`config.mk`:
```
export PLATFORM = sky130hd
export DESIGN_NAME = rx_audio_fifo
export DESIGN_NICKNAME = d
export VERILOG_FILES = /design/src/rtl/rx_afifo_pkg.sv /design/src/rtl/rx_afifo_fmt.sv /design/src/rtl/rx_afifo_store.sv /design/src/rtl/rx_afifo_map.sv /design/src/rtl/rx_audio_fifo.sv
export SDC_FILE = /design/constraint.sdc
export NUM_CORES = 2
export LEC_CHECK = 0
export ABC_CLOCK_PERIOD_IN_PS = 4890
export CAP_MARGIN = 20
export CORE_ASPECT_RATIO = 1.1
export CORE_MARGIN = 2
export CORE_UTILIZATION = 50
export CTS_CLUSTER_SIZE = 14
export DETAILED_ROUTE_END_ITERATION = 8
export PLACE_DENSITY_LB_ADDON = 0.05
export SLEW_MARGIN = 10
export SYNTH_ARGS = -nofsm -noshare
export SYNTH_HDL_FRONTEND = slang
export SYNTH_HIERARCHICAL = 1
export SYNTH_SLANG_ARGS = --single-unit
```
`constraint.sdc`:
```
create_clock -name clk -period 4.89 [get_ports clk]
set_input_delay 0.7335 -clock clk [delete_from_list [all_inputs] [get_ports clk]]
set_output_delay 0.7335 -clock clk [all_outputs]
set_load 0.02 [all_outputs]
```
`src/rtl/rx_afifo_pkg.sv`:
```
// Shared constants and codes for the audio receive FIFO.
package rx_afifo_pkg;
    localparam int SAMPLE_W = 24;
    localparam int WORD_W   = 32;
    localparam int NARROW_W = 16;

    // Stereo-to-mono selection codes (3 also averages)
    localparam logic [1:0] S2M_FIRST  = 2'd0;
    localparam logic [1:0] S2M_SECOND = 2'd1;
endpackage

```
`src/rtl/rx_afifo_fmt.sv`:
```
// Width converter: maps a 16- or 32-bit signed input word onto a
// fixed-width sample. Assumes OUT_W >= NARROW_W and IN_W >= OUT_W.
module rx_afifo_fmt #(
    parameter int IN_W     = 32,
    parameter int OUT_W    = 24,
    parameter int NARROW_W = 16
) (
    input  logic              wide,
    input  logic [IN_W-1:0]   din,
    output logic [OUT_W-1:0]  dout
);
    localparam int PAD_W = OUT_W - NARROW_W;

    // Left-justify narrow words, keep the top bits of wide words
    always_comb begin
        if (wide)
            dout = din[IN_W-1 -: OUT_W];
        else
            dout = {din[NARROW_W-1:0], {PAD_W{1'b0}}};
    end
endmodule

```
`src/rtl/rx_afifo_store.sv`:
```
// Circular word buffer with a single push and a pop of one or two words.
// Shows the two oldest words at the same time so that a whole stereo frame
// can leave in one cycle. Assumes DEPTH is a power of two and that the
// caller never pushes when full or pops more than is stored.
module rx_afifo_store #(
    parameter int DEPTH = 64,
    parameter int W     = 24,
    localparam int AW   = $clog2(DEPTH),
    localparam int CW   = AW + 1
) (
    input  logic          clk,
    input  logic          rst_n,
    input  logic          push,
    input  logic [W-1:0]  push_data,
    input  logic          pop,
    input  logic          pop_two,
    output logic [W-1:0]  head0,
    output logic [W-1:0]  head1,
    output logic [CW-1:0] count
);
    logic [W-1:0]  mem [DEPTH];
    logic [AW-1:0] wr_ptr;
    logic [AW-1:0] rd_ptr;
    logic [1:0]    pop_n;

    assign pop_n = pop ? (pop_two ? 2'd2 : 2'd1) : 2'd0;
    assign head0 = mem[rd_ptr];
    assign head1 = mem[rd_ptr + AW'(1)];

    // Storage write; contents need no reset
    always_ff @(posedge clk) begin
        if (push)
            mem[wr_ptr] <= push_data;
    end

    // Pointer and occupancy tracking
    always_ff @(posedge clk) begin
        if (!rst_n) begin
            wr_ptr <= '0;
            rd_ptr <= '0;
            count  <= '0;
        end else begin
            if (push)
                wr_ptr <= wr_ptr + AW'(1);
            rd_ptr <= rd_ptr + AW'(pop_n);
            count  <= count + CW'(push) - CW'(pop_n);
        end
    end

    AST_FIFO_COUNT_BOUND: assert property (@(posedge clk) disable iff (!rst_n)
        count <= CW'(DEPTH));
    AST_NO_PUSH_WHEN_FULL: assert property (@(posedge clk) disable iff (!rst_n)
        push |-> count < CW'(DEPTH));
    AST_NO_POP_PAST_EMPTY: assert property (@(posedge clk) disable iff (!rst_n)
        pop |-> count >= CW'(pop_n));
endmodule

```
`src/rtl/rx_afifo_map.sv`:
```
// Frame mapper: turns one stored frame (one or two words) into a
// left/right pair for the client, applying mono widening or stereo
// narrowing. Purely combinational.
module rx_afifo_map
    import rx_afifo_pkg::*;
#(
    parameter int W = 24
) (
    input  logic         stream_stereo,
    input  logic         client_stereo,
    input  logic         m2s_copy,
    input  logic [1:0]   s2m_sel,
    input  logic [W-1:0] w0,
    input  logic [W-1:0] w1,
    output logic [W-1:0] left,
    output logic [W-1:0] right
);
    logic [W:0] sum;

    // Channel routing and sign-extended average
    always_comb begin
        sum   = {w0[W-1], w0} + {w1[W-1], w1};
        left  = w0;
        right = '0;
        if (stream_stereo) begin
            if (client_stereo) begin
                right = w1;
            end else begin
                case (s2m_sel)
                    S2M_FIRST:  left = w0;
                    S2M_SECOND: left = w1;
                    default:    left = sum[W:1];
                endcase
            end
        end else if (client_stereo && m2s_copy) begin
            right = w0;
        end
    end
endmodule

```
`src/rtl/rx_audio_fifo.sv`:
```
// Audio receive FIFO with channel conversion.
// Converts each incoming word to a 24-bit sample and buffers it. It holds
// output back until the stored frames exceed a clamped threshold, then
// hands out one frame per consumer request, one cycle later. Assumes the
// configuration inputs are steady while a stream is active.
module rx_audio_fifo
    import rx_afifo_pkg::*;
#(
    parameter int DEPTH = 64,
    localparam int AW   = $clog2(DEPTH),
    localparam int CW   = AW + 1
) (
    input  logic                clk,
    input  logic                rst_n,
    input  logic                cfg_wide,
    input  logic                cfg_stream_stereo,
    input  logic                cfg_client_stereo,
    input  logic                cfg_m2s_copy,
    input  logic [1:0]          cfg_s2m_sel,
    input  logic [AW-1:0]       cfg_thresh,
    input  logic                in_valid,
    input  logic [WORD_W-1:0]   in_data,
    input  logic                out_req,
    output logic                out_valid,
    output logic [SAMPLE_W-1:0] out_left,
    output logic [SAMPLE_W-1:0] out_right,
    output logic                ovf_flag,
    output logic                unf_flag
);
    localparam logic [CW-1:0] MAX_TH_MONO   = CW'(DEPTH - 1);
    localparam logic [CW-1:0] MAX_TH_STEREO = CW'(DEPTH / 2 - 1);

    logic [SAMPLE_W-1:0] conv_word;
    logic [SAMPLE_W-1:0] head0, head1;
    logic [SAMPLE_W-1:0] map_left, map_right;
    logic [CW-1:0]       count;
    logic [CW-1:0]       frames;
    logic [CW-1:0]       max_th;
    logic [CW-1:0]       eff_th;
    logic                full;
    logic                push;
    logic                do_pop;
    logic                running;
    logic                primed;

    rx_afifo_fmt #(.IN_W(WORD_W), .OUT_W(SAMPLE_W), .NARROW_W(NARROW_W)) u_fmt (
        .wide (cfg_wide),
        .din  (in_data),
        .dout (conv_word)
    );

    rx_afifo_store #(.DEPTH(DEPTH), .W(SAMPLE_W)) u_store (
        .clk       (clk),
        .rst_n     (rst_n),
        .push      (push),
        .push_data (conv_word),
        .pop       (do_pop),
        .pop_two   (cfg_stream_stereo),
        .head0     (head0),
        .head1     (head1),
        .count     (count)
    );

    rx_afifo_map #(.W(SAMPLE_W)) u_map (
        .stream_stereo (cfg_stream_stereo),
        .client_stereo (cfg_client_stereo),
        .m2s_copy      (cfg_m2s_copy),
        .s2m_sel       (cfg_s2m_sel),
        .w0            (head0),
        .w1            (head1),
        .left          (map_left),
        .right         (map_right)
    );

    // Frame count, threshold clamp and pop qualification
    always_comb begin
        frames = cfg_stream_stereo ? (count >> 1) : count;
        max_th = cfg_stream_stereo ? MAX_TH_STEREO : MAX_TH_MONO;
        eff_th = (CW'(cfg_thresh) > max_th) ? max_th : CW'(cfg_thresh);
        full   = (count == CW'(DEPTH));
        push   = in_valid && !full;
        do_pop = out_req && running && (frames != '0);
    end

    // Run/stall control, sticky flags and registered frame output
    always_ff @(posedge clk) begin
        if (!rst_n) begin
            running   <= 1'b0;
            primed    <= 1'b0;
            ovf_flag  <= 1'b0;
            unf_flag  <= 1'b0;
            out_valid <= 1'b0;
            out_left  <= '0;
            out_right <= '0;
        end else begin
            if (!running && frames > eff_th) begin
                running <= 1'b1;
                primed  <= 1'b1;
            end else if (running && frames == '0) begin
                running <= 1'b0;
            end
            if (in_valid && full)
                ovf_flag <= 1'b1;
            if (out_req && primed && frames == '0)
                unf_flag <= 1'b1;
            out_valid <= do_pop;
            if (do_pop) begin
                out_left  <= map_left;
                out_right <= map_right;
            end
        end
    end

    AST_OVF_STICKY: assert property (@(posedge clk) disable iff (!rst_n)
        ovf_flag |=> ovf_flag);
    AST_UNF_STICKY: assert property (@(posedge clk) disable iff (!rst_n)
        unf_flag |=> unf_flag);
    AST_VALID_FOLLOWS_REQ: assert property (@(posedge clk) disable iff (!rst_n)
        out_valid |-> $past(out_req));
    AST_START_ABOVE_TH: assert property (@(posedge clk) disable iff (!rst_n)
        $rose(running) |-> $past(frames > eff_th));
    AST_MONO_RIGHT_ZERO: assert property (@(posedge clk) disable iff (!rst_n)
        (out_valid && !$past(cfg_client_stereo)) |-> out_right == '0);
endmodule

```
==> out/metrics.csv <==
stage,metric,value,unit
outcome,status,finished clean,
floorplan,die_w,377.3,um
floorplan,rows,150,
floorplan,coreArea,152000,um^2
grt,met2_usage,47.04,%
pwr,p_clk_share,35.1,%
synthesis,yosysWarningCount,6,
critical_path,crit_type,reg -> reg,
place,dp.cells,6184,
timing,skew,27.81,ps
synthesis,syn_area_per_cell,18.62,um^2
pwr,switchingPower,9.481,mW
layout,mostFrequentLayoutCells,"edfxtp_1, mux4_2, nand2_1",
grt,grt-busiest-layer,met2,
grt,grt_max_degree,98,
route,drc,0,
route,wl,232.4,mm
pwr,p_leak,26.77,nW
clock_network,hold_buffers,0,
synthesis,yosysSeqAreaShare,62.04,%
clock_network,cts_made_buffers,168,
pwr,power.share.switching,26.71,%
layout,fillers,11310,
clock_network,cts_tree,built,
timing,tightest_slew,1070,ps
critical_path,cp.arrival,5470,ps
synthesis,synthArstFlopShare,0,%
pwr,seqPwrFrac,43.5,%
critical_path,crit_fanout,10,
route,post_drt_wl_per_cell,35.68,um
synthesis,yosysUniqueCellTypes,72,
clock_network,clk_path_buf_depth,3,
synthesis,synth-edff-count,1536,
synthesis,synth_flop_cell,edfxtp_1,
clock_network,worstSkewPairLatency,830,ps
grt,overflow,0,
pwr,pwr-share-comb,21.4,%
grt,groute.usage.overall,29.78,%
layout,drive_gt1_share,35.20,%
clock_network,cts.sinks,1608,
critical_path,startpoint_type,flip-flop,
grt,grt_pass1_wl,327.2,mm
pwr,p_int,26.02,mW
floorplan,die_area,156500,um^2
timing,rsz0062_at_grt,yes,
clock_network,clk_pin_slew_worst_paths,60,ps
hold_path,hp-class,reg -> reg,
timing,hold_violations,0,
route,vias,44510,
layout,layout.cells.most_common,edfxtp_1,
floorplan,ioPinCount,99,
layout,nets,4492,
place,postPlaceCellArea,82630,um^2
place,place_congestion,0.8706,
timing,period_share,98.30,%
synthesis,yosys.area.top_type,edfxtp_1,
synthesis,syn-num-nets,4211,
place,dp_slack,135.5,ps
place,dp_hpwl,138.2,mm
route,dr.pass1.iters,5,
route,drtAntennaViolNets,0,
place,port_buffers,98,
timing,drv_slew,0,
critical_path,worst_setup_path_end_kind,flip-flop,
critical_path,cp.required,5550,ps
timing,worst_slew_margin_rel,28.67,%
route,drtIter0Drc,5555,
pwr,p_per_area,401.6,nW/um^2
flow_run,max-cap-violations,0,
floorplan,start_util,50.43,%
clock_network,cts_root_buffer,clkbuf_16,
grt,antenna_found_initial,4,
timing,post-route-min-period,4807,ps
layout,syn_to_final_growth,15.31,%
layout,fin_area,88400,um^2
timing,fmax,0.2080,GHz
timing,setup_ws,82.89,ps
synthesis,synth_area_leaders,"edfxtp_1, mux4_2, nand2_1",
layout,fin_cells,6512,
synthesis,ys_ff_latch,1608,
route,via_per_inst,6.834,
grt,use_met3,6.301,%
pwr,ir_worst_vdd,243.8,uV
synthesis,synthCells,4118,
synthesis,synth_area,76660,um^2
grt,grt_pass1_vias,44540,
synthesis,synth_top_area_share,60.16,%
grt,use_met1,42.29,%
clock_network,htree_levels,4,
floorplan,die_y,414.7,um
timing,setup_viol,0,
-- logic make-up after synthesis --
kind of cell	Yosys count	synth area share, %
AOI/OAI and AO/OA	289	2.486
xor gates and xnor gates	38	0.4439
adders and majority gates	45	0.7638
buffers and inverters	348	2.153
DFF	1608	62.04
muxes	987	27.47
and+or+nand+nor	803	4.637
-- path summary, 6_finish.rpt --
path,start,end,slack [ps],cells past startpoint
setup / recovery,u_store/rd_ptr[0],out_left[22],80,16
hold / removal,primed,primed,460,2
setup reg to reg,u_store/rd_ptr[0],out_left[22],80,16
hold reg to reg,primed,primed,460,2
-- registers in the layout, indices dropped and copies added, names as in the netlist --
register,flops
out_left,24
out_right,24
out_valid,1
ovf_flag,1
primed,1
running,1
u_store/count,7
u_store/mem,1536
u_store/rd_ptr,6
u_store/wr_ptr,6
unf_flag,1
-- power by group through the flow --
| stage | registers, mW | logic (mW) | clock network [mW] |
|---|---|---|---|
| 6_report | 15.4 | 7.59 | 12.5 |
| 5_1_grt | 15.5 | 8.12 | 13.1 |
| 2_1_floorplan | 15.7 | 4.92 | 0 |
| 3_5_place_dp | 15.7 | 7.38 | 0 |
| 3_3_place_gp | 15.7 | 7.37 | 0 |
| 4_1_cts | 15.4 | 7.42 | 12.6 |
-- worst max-delay path: stages (launching register included) --
cell	delay, ps
dfxtp_4	420
ha_4	390
buf_12	170
mux4_2	300
mux4_2	490
o2111ai_1	590
nand2_1	310
ha_1	370
or2_2	310
a31o_1	220
a211oi_1	260
o21ai_1	130
a41oi_2	180
xor2_1	160
o221ai_1	140
nand2_1	90
o21ai_0	70
-- metrics by stage --
| step | setup TNS, ps | utilization (%) | power, mW | hold slack, ps |
|---|---|---|---|---|
| after CTS | 0 | 57.81 | 35.50 | 437.0 |
| after floorplan | 0 | - | 20.67 | 422.6 |
| final | 0 | 58.15 | 35.50 | 456.3 |
| after detailed placement | 0 | 54.35 | 23.12 | 443.7 |
| after global placement | 0 | 54.33 | 23.10 | 432.5 |
| after global routing | -58.11 | 58.14 | 36.72 | 493.7 |
-- routing by layer --
layer,wire length [um],up-vias
li1,-,17930
met1,91660,23900
met2,111200,2287
met3,22780,382
met4,6748,2
met5,15,-
-- cells in the mapped netlist, drive strengths merged (3+ instances only) --
cell type  count
edfxtp      1536
mux4         888
nand2        389
buf          186
nand3        182
clkbuf       142
nor2         113
mux2i         78
o21ai         74
dfxtp         72
a21oi         67
ha            42
a31oi         37
nand4         31
and2          30
a22o          24
o2111ai       22
mux2          21
inv           20
xor2          20
xnor2         18
o22ai         16
nor2b         15
nand2b        14
a21o          11
nor3           8
o221ai         5
o211ai         4
or3            4
a211o          3
a211oi         3
a31o           3
a32oi          3
fa             3
nand3b         3
o21a           3
or2            3
-- repair_timing --
action                     4_1_cts  5_1_grt
setup endpoints to repair        0       13
setup buffers                    0        9
gates resized for setup          0       30
-- layout make-up --
class,count,area (um^2),area share (%)
repair buffers,439,4862,5.500
diodes,5,12.51,0.01415
well taps,1976,2472,2.797
flip-flops and latches,1608,47590,53.83
clock inverters,86,720.7,0.8153
inverters,20,75.07,0.08492
multi-input cells,2162,28130,31.82
clock buffers,216,4543,5.139
No activity file was read; power rests on OpenSTA's default activity.
